File: src/rtl/bus_req_master.sv
module bus_req_master #(
  parameter int GAP_US    = 8500,
  parameter int WINDOW_US = 1000
) (
  input  logic         clk,
  input  logic         rst_n,
  input  logic         us_tick,
  input  logic         req_valid,
  input  logic [3:0]   req_dest,
  input  logic [3:0]   req_len,
  input  logic [7:0]   req_cmd,
  input  logic [119:0] req_data,
  output logic         busy,
  output logic         tx_valid,
  output logic [7:0]   tx_byte,
  input  logic         tx_ready,
  input  logic         tx_done,
  input  logic         rx_reply_valid,
  input  logic [3:0]   rx_reply_dest,
  output logic         reply_ok,
  output logic         timeout
);
  localparam int LEN_W  = 4;
  localparam int DATA_W = 8 * ((1 << LEN_W) - 1);
  localparam int LIM    = (GAP_US > WINDOW_US) ? GAP_US : WINDOW_US;
  localparam int CNT_W  = $clog2(LIM + 1);

  typedef enum logic [2:0] {S_IDLE, S_GAP, S_SEND, S_DRAIN, S_WAIT} st_t;

  st_t                st;
  logic [3:0]         dest_q;
  logic [LEN_W-1:0]   len_q;
  logic [7:0]         cmd_q;
  logic [DATA_W+7:0]  data_q;
  logic [LEN_W:0]     idx;
  logic [LEN_W:0]     dcnt;
  logic [CNT_W-1:0]   cnt;
  logic [7:0]         sum;

  wire [LEN_W:0]   last_idx  = {1'b0, len_q} + (LEN_W+1)'(2);
  wire [LEN_W:0]   dsub      = idx - (LEN_W+1)'(2);
  wire [LEN_W-1:0] didx      = dsub[LEN_W-1:0];
  wire             hs        = tx_valid & tx_ready;
  wire             reply_hit = rx_reply_valid && (rx_reply_dest == 4'd0);
  wire             gap_end   = (cnt == CNT_W'(GAP_US - 1));
  wire             win_end   = (cnt == CNT_W'(WINDOW_US - 1));

  assign busy     = (st != S_IDLE);
  assign tx_valid = (st == S_SEND);

  always_comb begin
    if (idx == '0)
      tx_byte = {dest_q, len_q};
    else if (idx == (LEN_W+1)'(1))
      tx_byte = cmd_q;
    else if (idx == last_idx)
      tx_byte = 8'd0 - sum;
    else
      tx_byte = data_q[{didx, 3'b000} +: 8];
  end

  always_ff @(posedge clk or negedge rst_n) begin
    if (!rst_n) begin
      st       <= S_IDLE;
      dest_q   <= '0;
      len_q    <= '0;
      cmd_q    <= '0;
      data_q   <= '0;
      idx      <= '0;
      dcnt     <= '0;
      cnt      <= '0;
      sum      <= '0;
      reply_ok <= 1'b0;
      timeout  <= 1'b0;
    end else begin
      reply_ok <= 1'b0;
      timeout  <= 1'b0;
      case (st)
        S_IDLE: if (req_valid) begin
          dest_q <= req_dest;
          len_q  <= req_len;
          cmd_q  <= req_cmd;
          data_q <= {8'h00, req_data};
          idx    <= '0;
          dcnt   <= '0;
          cnt    <= '0;
          sum    <= '0;
          st     <= S_GAP;
        end
        S_GAP: if (us_tick) begin
          if (gap_end) begin
            cnt <= '0;
            st  <= S_SEND;
          end else begin
            cnt <= cnt + 1'b1;
          end
        end
        S_SEND: begin
          if (tx_done) dcnt <= dcnt + 1'b1;
          if (hs) begin
            if (idx == last_idx) begin
              st <= S_DRAIN;
            end else begin
              idx <= idx + 1'b1;
              sum <= sum + tx_byte;
            end
          end
        end
        S_DRAIN: if (tx_done) begin
          if (dcnt == last_idx) begin
            cnt <= '0;
            st  <= S_WAIT;
          end else begin
            dcnt <= dcnt + 1'b1;
          end
        end
        S_WAIT: begin
          if (reply_hit) begin
            reply_ok <= 1'b1;
            st       <= S_IDLE;
          end else if (us_tick) begin
            if (win_end) begin
              timeout <= 1'b1;
              st      <= S_IDLE;
            end else begin
              cnt <= cnt + 1'b1;
            end
          end
        end
        default: st <= S_IDLE;
      endcase
    end
  end
endmodule


File: config.mk
export PLATFORM = sky130hd
export DESIGN_NAME = bus_req_master
export DESIGN_NICKNAME = d
export VERILOG_FILES = /design/src/rtl/bus_req_master.sv
export SDC_FILE = /design/constraint.sdc
export NUM_CORES = 1
export LEC_CHECK = 0
export BUFFER_PORTS_ARGS = -buffer_cell sky130_fd_sc_hd__buf_4
export CAP_MARGIN = 20
export CORE_MARGIN = 2
export CORE_UTILIZATION = 55
export DETAILED_ROUTE_END_ITERATION = 10
export GPL_TIMING_DRIVEN = 0
export PLACE_DENSITY = 0.79
export SKIP_CTS_REPAIR_TIMING = 1
export SYNTH_ARGS = -nofsm -noshare
export SYNTH_HDL_FRONTEND = slang
export SYNTH_SLANG_ARGS = --single-unit
File: constraint.sdc
create_clock -name clk -period 10.5 [get_ports clk]
set_clock_uncertainty 0.05 [all_clocks]
set_input_delay 1.05 -clock clk [delete_from_list [all_inputs] [get_ports clk]]
set_output_delay 1.05 -clock clk [all_outputs]
set_load 0.02 [all_outputs]
==> flow_metrics.env, run 1 <==
export IMPL_post_route_cells_drive_above_1_share_pct=42.1
export IMPL_root_buffer="clkbuf_16"
export IMPL_post_route_drc_count=0
export IMPL_netlist_instances=713
export IMPL_drv_cap=0
export IMPL_cts_tree="built"
export IMPL_mappedNetlistArea_um2=8770
export IMPL_antenna_violating_nets_remaining=0
export IMPL_grt_antenna_before_repair=0
export IMPL_post_drt_wl_per_cell_um=19.6
export IMPL_slew_headroom_pct=27.9
export IMPL_worst_hold_path_num_cells=1
export IMPL_placeableCoreArea_um2=15700
export IMPL_min_delay_path_class="reg -> reg"
export IMPL_global_route_usage_total_pct=27.8
export IMPL_initial_core_util_pct=55.8
export IMPL_r2r_slack_ps=4100
export IMPL_first_iter_violations=433
export IMPL_port_buffer_count=158
export IMPL_postSynthAreaPerCell_um2=12.3
export IMPL_peakVddDrop_mv=0.161
export IMPL_synth_cell_types=51
export IMPL_final_max_slew_violation_count=0
export IMPL_cts_inserted_buffers=17
export IMPL_syn_to_final_growth_pct=24.1
export IMPL_max_clock_path_buffers=2
export IMPL_synth_simple_gate_area_share_pct=8.80
export IMPL_synth_xor_area_share_pct=2.60
export IMPL_worst_margin_pin_slew_ps=1070
export IMPL_complex_gate_fraction_of_the_synthesized_area_pct=6.58
export IMPL_setup_violations=0
export IMPL_finalPower_mw=3.54
export IMPL_holdWs_ps=454
export IMPL_gr_total_overflow=0
export IMPL_synth_top_family_by_area="multiplexers"
export IMPL_rsz_0062_raised_after_global_routing="false"
export IMPL_largest_net_degree_at_the_start_of_global_routing=102
export IMPL_start_kind="register"
export IMPL_wl_um=21900
export IMPL_worst_endpoint_arrival_ps=6680
export IMPL_cts_htree_levels=4
export IMPL_via_count_of_the_first_global_routing_pass=6679
export IMPL_static_leakage_power_nw=4.81
export IMPL_cts_sinks=173
export IMPL_worstSetupEndpointType="register"
export IMPL_place_inst=1088
export IMPL_fin_cells=1118
export IMPL_clk_pin_slew_worst_paths_ps=70
export IMPL_ys_seq_elements=173
export IMPL_fmax_ghz=0.156
export IMPL_layout_common_cells="dfrtp_1, buf_4, mux2_2, nand2_1, o21ai_0"
export IMPL_ff2ff_path_depth=18
export IMPL_hold_path_startpoint="data_q[4]"
export IMPL_powerDensity_nw_per_um2=325
export IMPL_fin_tns_setup_ps=0
export IMPL_hpwl_um=15800
export IMPL_floorplan_io_pins=159
export IMPL_row_count=46
export IMPL_finalNetCount=1055
export IMPL_die_width_um=130
export IMPL_yosys_mux_area_fraction_pct=27.4
export IMPL_die_area_um2=17000
export IMPL_layout_worst_path_cycle_share_pct=61.0
export IMPL_vias=6466
export IMPL_hold_violations=0
export IMPL_synth_async_sr_flop_share_pct=100
export IMPL_post_synthesis_adder_cell_area_fraction_pct=2.51
export IMPL_finalWorstPathRequiredPeriod_ps=6400
export IMPL_place_congestion=0.870
export IMPL_synth_enable_flop_cells=0
export IMPL_synthesis_nets=877
export IMPL_yosys_most_used_dff="dfrtp_1"
export IMPL_commonest_non_fill_non_tap_cell_in_the_layout="dfrtp_1"
export IMPL_start_to_end_type_of_the_worst_setup_path="reg -> reg"
export IMPL_timing_rr_start="idx[1]"
export IMPL_synth_yosys_seq_area_share_pct=49.4
export IMPL_detail_route_vias_per_cell=5.78
export IMPL_ys_warn_count=0
export IMPL_num_antenna_cells=0
export IMPL_crit_path_max_fanout=10
export IMPL_status="finished clean"
export IMPL_clk_insertion_delay_late_ps=440
export IMPL_critical_path_reg2reg_endpoint="sum[7]"
export IMPL_die_y_um=130
export IMPL_drt_pass1_iterations=5
export IMPL_critical_path_required_ps=10780
export IMPL_hold_end="data_q[4]"
export IMPL_grt_pass1_wl_um=35300
-- synthesized netlist by cell type (6+ instances only) --
master      n  area share (%)
a21oi_1     6            0.34
o31ai_1    11            0.94
buf_2      12            0.68
nand2_1    57             2.4
nand3_1    12            0.68
ha_1       16             2.3
mux4_2     26             6.7
mux2_2    143              18
mux2i_1    21             2.4
dfrtp_1   173              49
a211oi_1    6            0.51
and3_1     11            0.78
nor2b_1     6            0.43
o21ai_0    48             2.7
xnor2_1     9            0.90
clkbuf_1   25             1.1
xor2_1     17             1.7
inv_1      14            0.60
nor3_1      6            0.34
nor2_1     37             1.6
-- registers in the layout, indices dropped and copies added (netlist names) --
register	cells
dcnt	5
dest_q	4
len_q	4
reply_ok	1
idx	5
sum	8
cmd_q	8
timeout	1
st	3
cnt	14
data_q	120
-- report_power, final --
part           switching, mW  internal (mW)
clock network          0.272          0.396
registers              0.177          0.964
logic                  0.878          0.855
total                   1.33           2.22
-- layout make-up --
class / instances / area (um2)
inverter: 15 / 56.3
timing repair buffer: 159 / 1220
tap: 216 / 270
sequential: 173 / 4330
fill: 1166 / 4830
multi-input combinational: 485 / 4200
buffer: 40 / 184
clock buffer: 20 / 467
clock inverter: 10 / 155
-- per-stage QoR --
step | utilization (%) | instance area [um2] | setup slack [ps]
floorplan | - | 8770 | 5510
global placement | 65.1 | 10200 | 4150
detailed placement | 65.3 | 10300 | 4180
CTS | 69.3 | 10900 | 4130
global route | 69.3 | 10900 | 3670
finish | 69.3 | 10900 | 4100
-- routing by layer --
| metal | share of wire, % | vias to the layer above | global-route usage (%) | routed length [um] |
|---|---|---|---|---|
| li1 | - | 2948 | - | - |
| met1 | 42 | 3289 | 36.3 | 9220 |
| met2 | 50 | 187 | 46.5 | 10900 |
| met3 | 5.7 | 42 | 6.15 | 1240 |
| met4 | 2.5 | 0 | 9.49 | 554 |
| met5 | 0 | - | 0 | 0 |
-- worst max path at each step --
stage	cells after the start	startpoint	endpoint
6_report	18	idx[1]	sum[7]
5_1_grt	18	idx[1]	sum[7]
4_1_cts	18	idx[1]	sum[7]
3_3_place_gp	18	idx[1]	sum[7]
2_1_floorplan	20	idx[1]	sum[7]
3_5_place_dp	18	idx[1]	sum[7]
-- critical path: stages (launching register included) --
cell and delay (ps):
dfrtp_1 410, buf_2 270, buf_2 350, clkinv_1 400
ha_1 420, clkbuf_1 530, clkbuf_1 700, mux2i_1 240
o21ai_0 280, a211oi_1 130, o31ai_1 490, ha_1 320
a21o_1 180, a21oi_1 220, o21ai_0 160, o41ai_1 480
o21ai_0 220, a31o_1 250, a21o_1 180
-- logic make-up (layout without fill, tap and decap cells) --
| group | count (synthesis) | after routing |
|---|---|---|
| compound gates | 93 | 93 |
| xor+xnor | 26 | 26 |
| fa+ha+maj | 17 | 17 |
| buf+inv | 55 | 244 |
| flops | 173 | 173 |
| mux | 190 | 190 |
| simple gates | 159 | 159 |
Note: power is estimated with default switching activity, not from simulation.
==> run 2: changes to the inputs <==
==> constraint.sdc (replaced) <==
create_clock -name clk -period 6.6 [get_ports clk]
set_clock_uncertainty 0.05 [all_clocks]
set_input_delay 0.66 -clock clk [delete_from_list [all_inputs] [get_ports clk]]
set_output_delay 0.66 -clock clk [all_outputs]
set_load 0.02 [all_outputs]
==> run 2 against run 1 <==
  * Die area unchanged
  * Maximum frequency up 5.0%
  * Total power up 59%
  * Sequential power up 60%
  * Utilization about the same
  * Setup slack worse by 3600 ps
  * Global-route usage unchanged
  * Worst hold slack worse by 300 ps
  * Non-clock buffer count unchanged
  * Via count down 0.56%
  * Clock power up 59%
  * Critical path depth unchanged
==> flow_metrics.env, run 2 (synthesis results as in run 1) <==
export IMPL_floorplan_io_pins=159
export IMPL_registers_top_by_ff_count="data_q"
export IMPL_static_leakage_power_nw=4.82
export IMPL_min_delay_path_class="in -> async"
export IMPL_row_count=46
export IMPL_critical_path_required_ps=6880
export IMPL_port_buffer_count=158
export IMPL_post_route_drc_count=0
export IMPL_cts_htree_levels=4
export IMPL_powerDensity_nw_per_um2=517
export IMPL_final_max_slew_violation_count=0
export IMPL_crit_path_max_fanout=10
export IMPL_num_antenna_cells=0
export IMPL_post_route_cells_drive_above_1_share_pct=42.2
export IMPL_detail_route_vias_per_cell=5.75
export IMPL_worst_endpoint_arrival_ps=6380
export IMPL_post_drt_wl_per_cell_um=19.6
export IMPL_largest_net_degree_at_the_start_of_global_routing=102
export IMPL_via_count_of_the_first_global_routing_pass=6679
export IMPL_layout_common_cells="dfrtp_1, buf_4, mux2_2, nand2_1, o21ai_0"
export IMPL_first_iter_violations=422
export IMPL_grt_pass1_wl_um=35300
export IMPL_root_buffer="clkbuf_16"
export IMPL_fin_tns_setup_ps=0
export IMPL_finalWorstPathRequiredPeriod_ps=6100
export IMPL_die_area_um2=17000
export IMPL_wl_um=21900
export IMPL_peakVddDrop_mv=0.257
export IMPL_rsz_0062_raised_after_global_routing="false"
export IMPL_syn_to_final_growth_pct=24.1
export IMPL_hpwl_um=15800
export IMPL_layout_cell_area_non_filler_um2=10900
export IMPL_grtUsageMet3_pct=6.15
export IMPL_vias=6430
export IMPL_setup_violations=0
export IMPL_antenna_violating_nets_remaining=0
export IMPL_worst_margin_pin_slew_ps=1060
export IMPL_die_y_um=130
export IMPL_cts_sinks=173
export IMPL_placeableCoreArea_um2=15700
export IMPL_cts_tree="built"
export IMPL_globalRouteMet2Util_pct=46.5
export IMPL_reg_top3="data_q (120), cnt (14)"
export IMPL_status="finished clean"
export IMPL_initial_core_util_pct=55.8
export IMPL_place_congestion=0.870
export IMPL_die_width_um=130
export IMPL_drt_pass1_iterations=5
export IMPL_grt_antenna_before_repair=0
export IMPL_start_kind="register"
export IMPL_worstSetupEndpointType="register"
export IMPL_slew_headroom_pct=28.1
export IMPL_clk_insertion_delay_late_ps=430
export IMPL_global_route_usage_total_pct=27.8
export IMPL_gr_total_overflow=0
export IMPL_hold_violations=0
export IMPL_busiest_layer="met2"
export IMPL_commonest_non_fill_non_tap_cell_in_the_layout="dfrtp_1"
export IMPL_global_route_usage_met1_pct=36.3
export IMPL_postPlaceCellArea_um2=10300
export IMPL_finalNetCount=1055
export IMPL_drv_cap=0
export IMPL_fmax_ghz=0.164
export IMPL_clk_pin_slew_worst_paths_ps=70
export IMPL_max_clock_path_buffers=2
export IMPL_start_to_end_type_of_the_worst_setup_path="reg -> reg"
export IMPL_flip_flop_count_of_the_largest_register_after_layout=120
export IMPL_cts_inserted_buffers=17
export IMPL_layout_worst_path_cycle_share_pct=92.4
==> run 2: final cells by class <==
| class | instances | area [um2] |
|---|---|---|
| clock inverter | 10 | 155 |
| inverter | 15 | 56.3 |
| tap | 216 | 270 |
| multi-input combinational | 485 | 4200 |
| timing repair buffer | 159 | 1220 |
| clock buffer | 20 | 467 |
| buffer | 40 | 185 |
| fill | 1166 | 4830 |
| sequential | 173 | 4330 |
==> run 2: through the flow <==
step | hold slack, ps | setup WS, ps | util, % | power (mW) | instances
floorplan | 314 | 1610 | - | 3.74 | 713
global placement | 435 | 249 | 65.1 | 4.47 | 1087
detailed placement | 441 | 279 | 65.3 | 4.55 | 1088
CTS | 161 | 228 | 69.3 | 5.64 | 1118
global route | 187 | 115 | 69.3 | 5.98 | 1118
finish | 155 | 499 | 69.3 | 5.63 | 1118
==> run 2: report_power, final <==
group / leakage (nW) / total [mW] / internal [mW] / switching, mW
sequential: 2.11 / 1.82 / 1.53 / 0.281
combinational: 2.40 / 2.76 / 1.36 / 1.39
clock: 0.303 / 1.06 / 0.630 / 0.432
==> run 2: worst paths after layout <==
kind	cells past startpoint	to	startpoint	slack [ps]
max in group asynchronous	2	cnt[13]	rst_n	5430
hold / removal	1	sum[5]	rst_n	160
setup reg to reg	18	sum[7]	idx[1]	500
min in group clk	2	data_q[114]	req_data[114]	400
setup / recovery	18	sum[7]	idx[1]	500
hold reg to reg	1	cnt[12]	cnt[12]	450
==> run 2: layer usage <==
layer / part of all wire (%) / wire length, um
met1: 42 / 9190
met2: 50 / 11000
met3: 5.6 / 1220
met4: 2.4 / 534
met5: 0 / 0
==> run 2: worst max-delay path: stages (launching register included) <==
cell	delay [ps]
dfrtp_1	400
buf_2	270
buf_2	340
clkinv_1	410
ha_1	430
clkbuf_1	530
clkbuf_2	470
mux2i_1	180
o21ai_0	260
a211oi_1	130
o31ai_1	490
ha_1	320
a21o_1	180
a21oi_1	220
o21ai_0	160
o41ai_1	480
o21ai_0	230
a31o_1	250
a21o_1	180
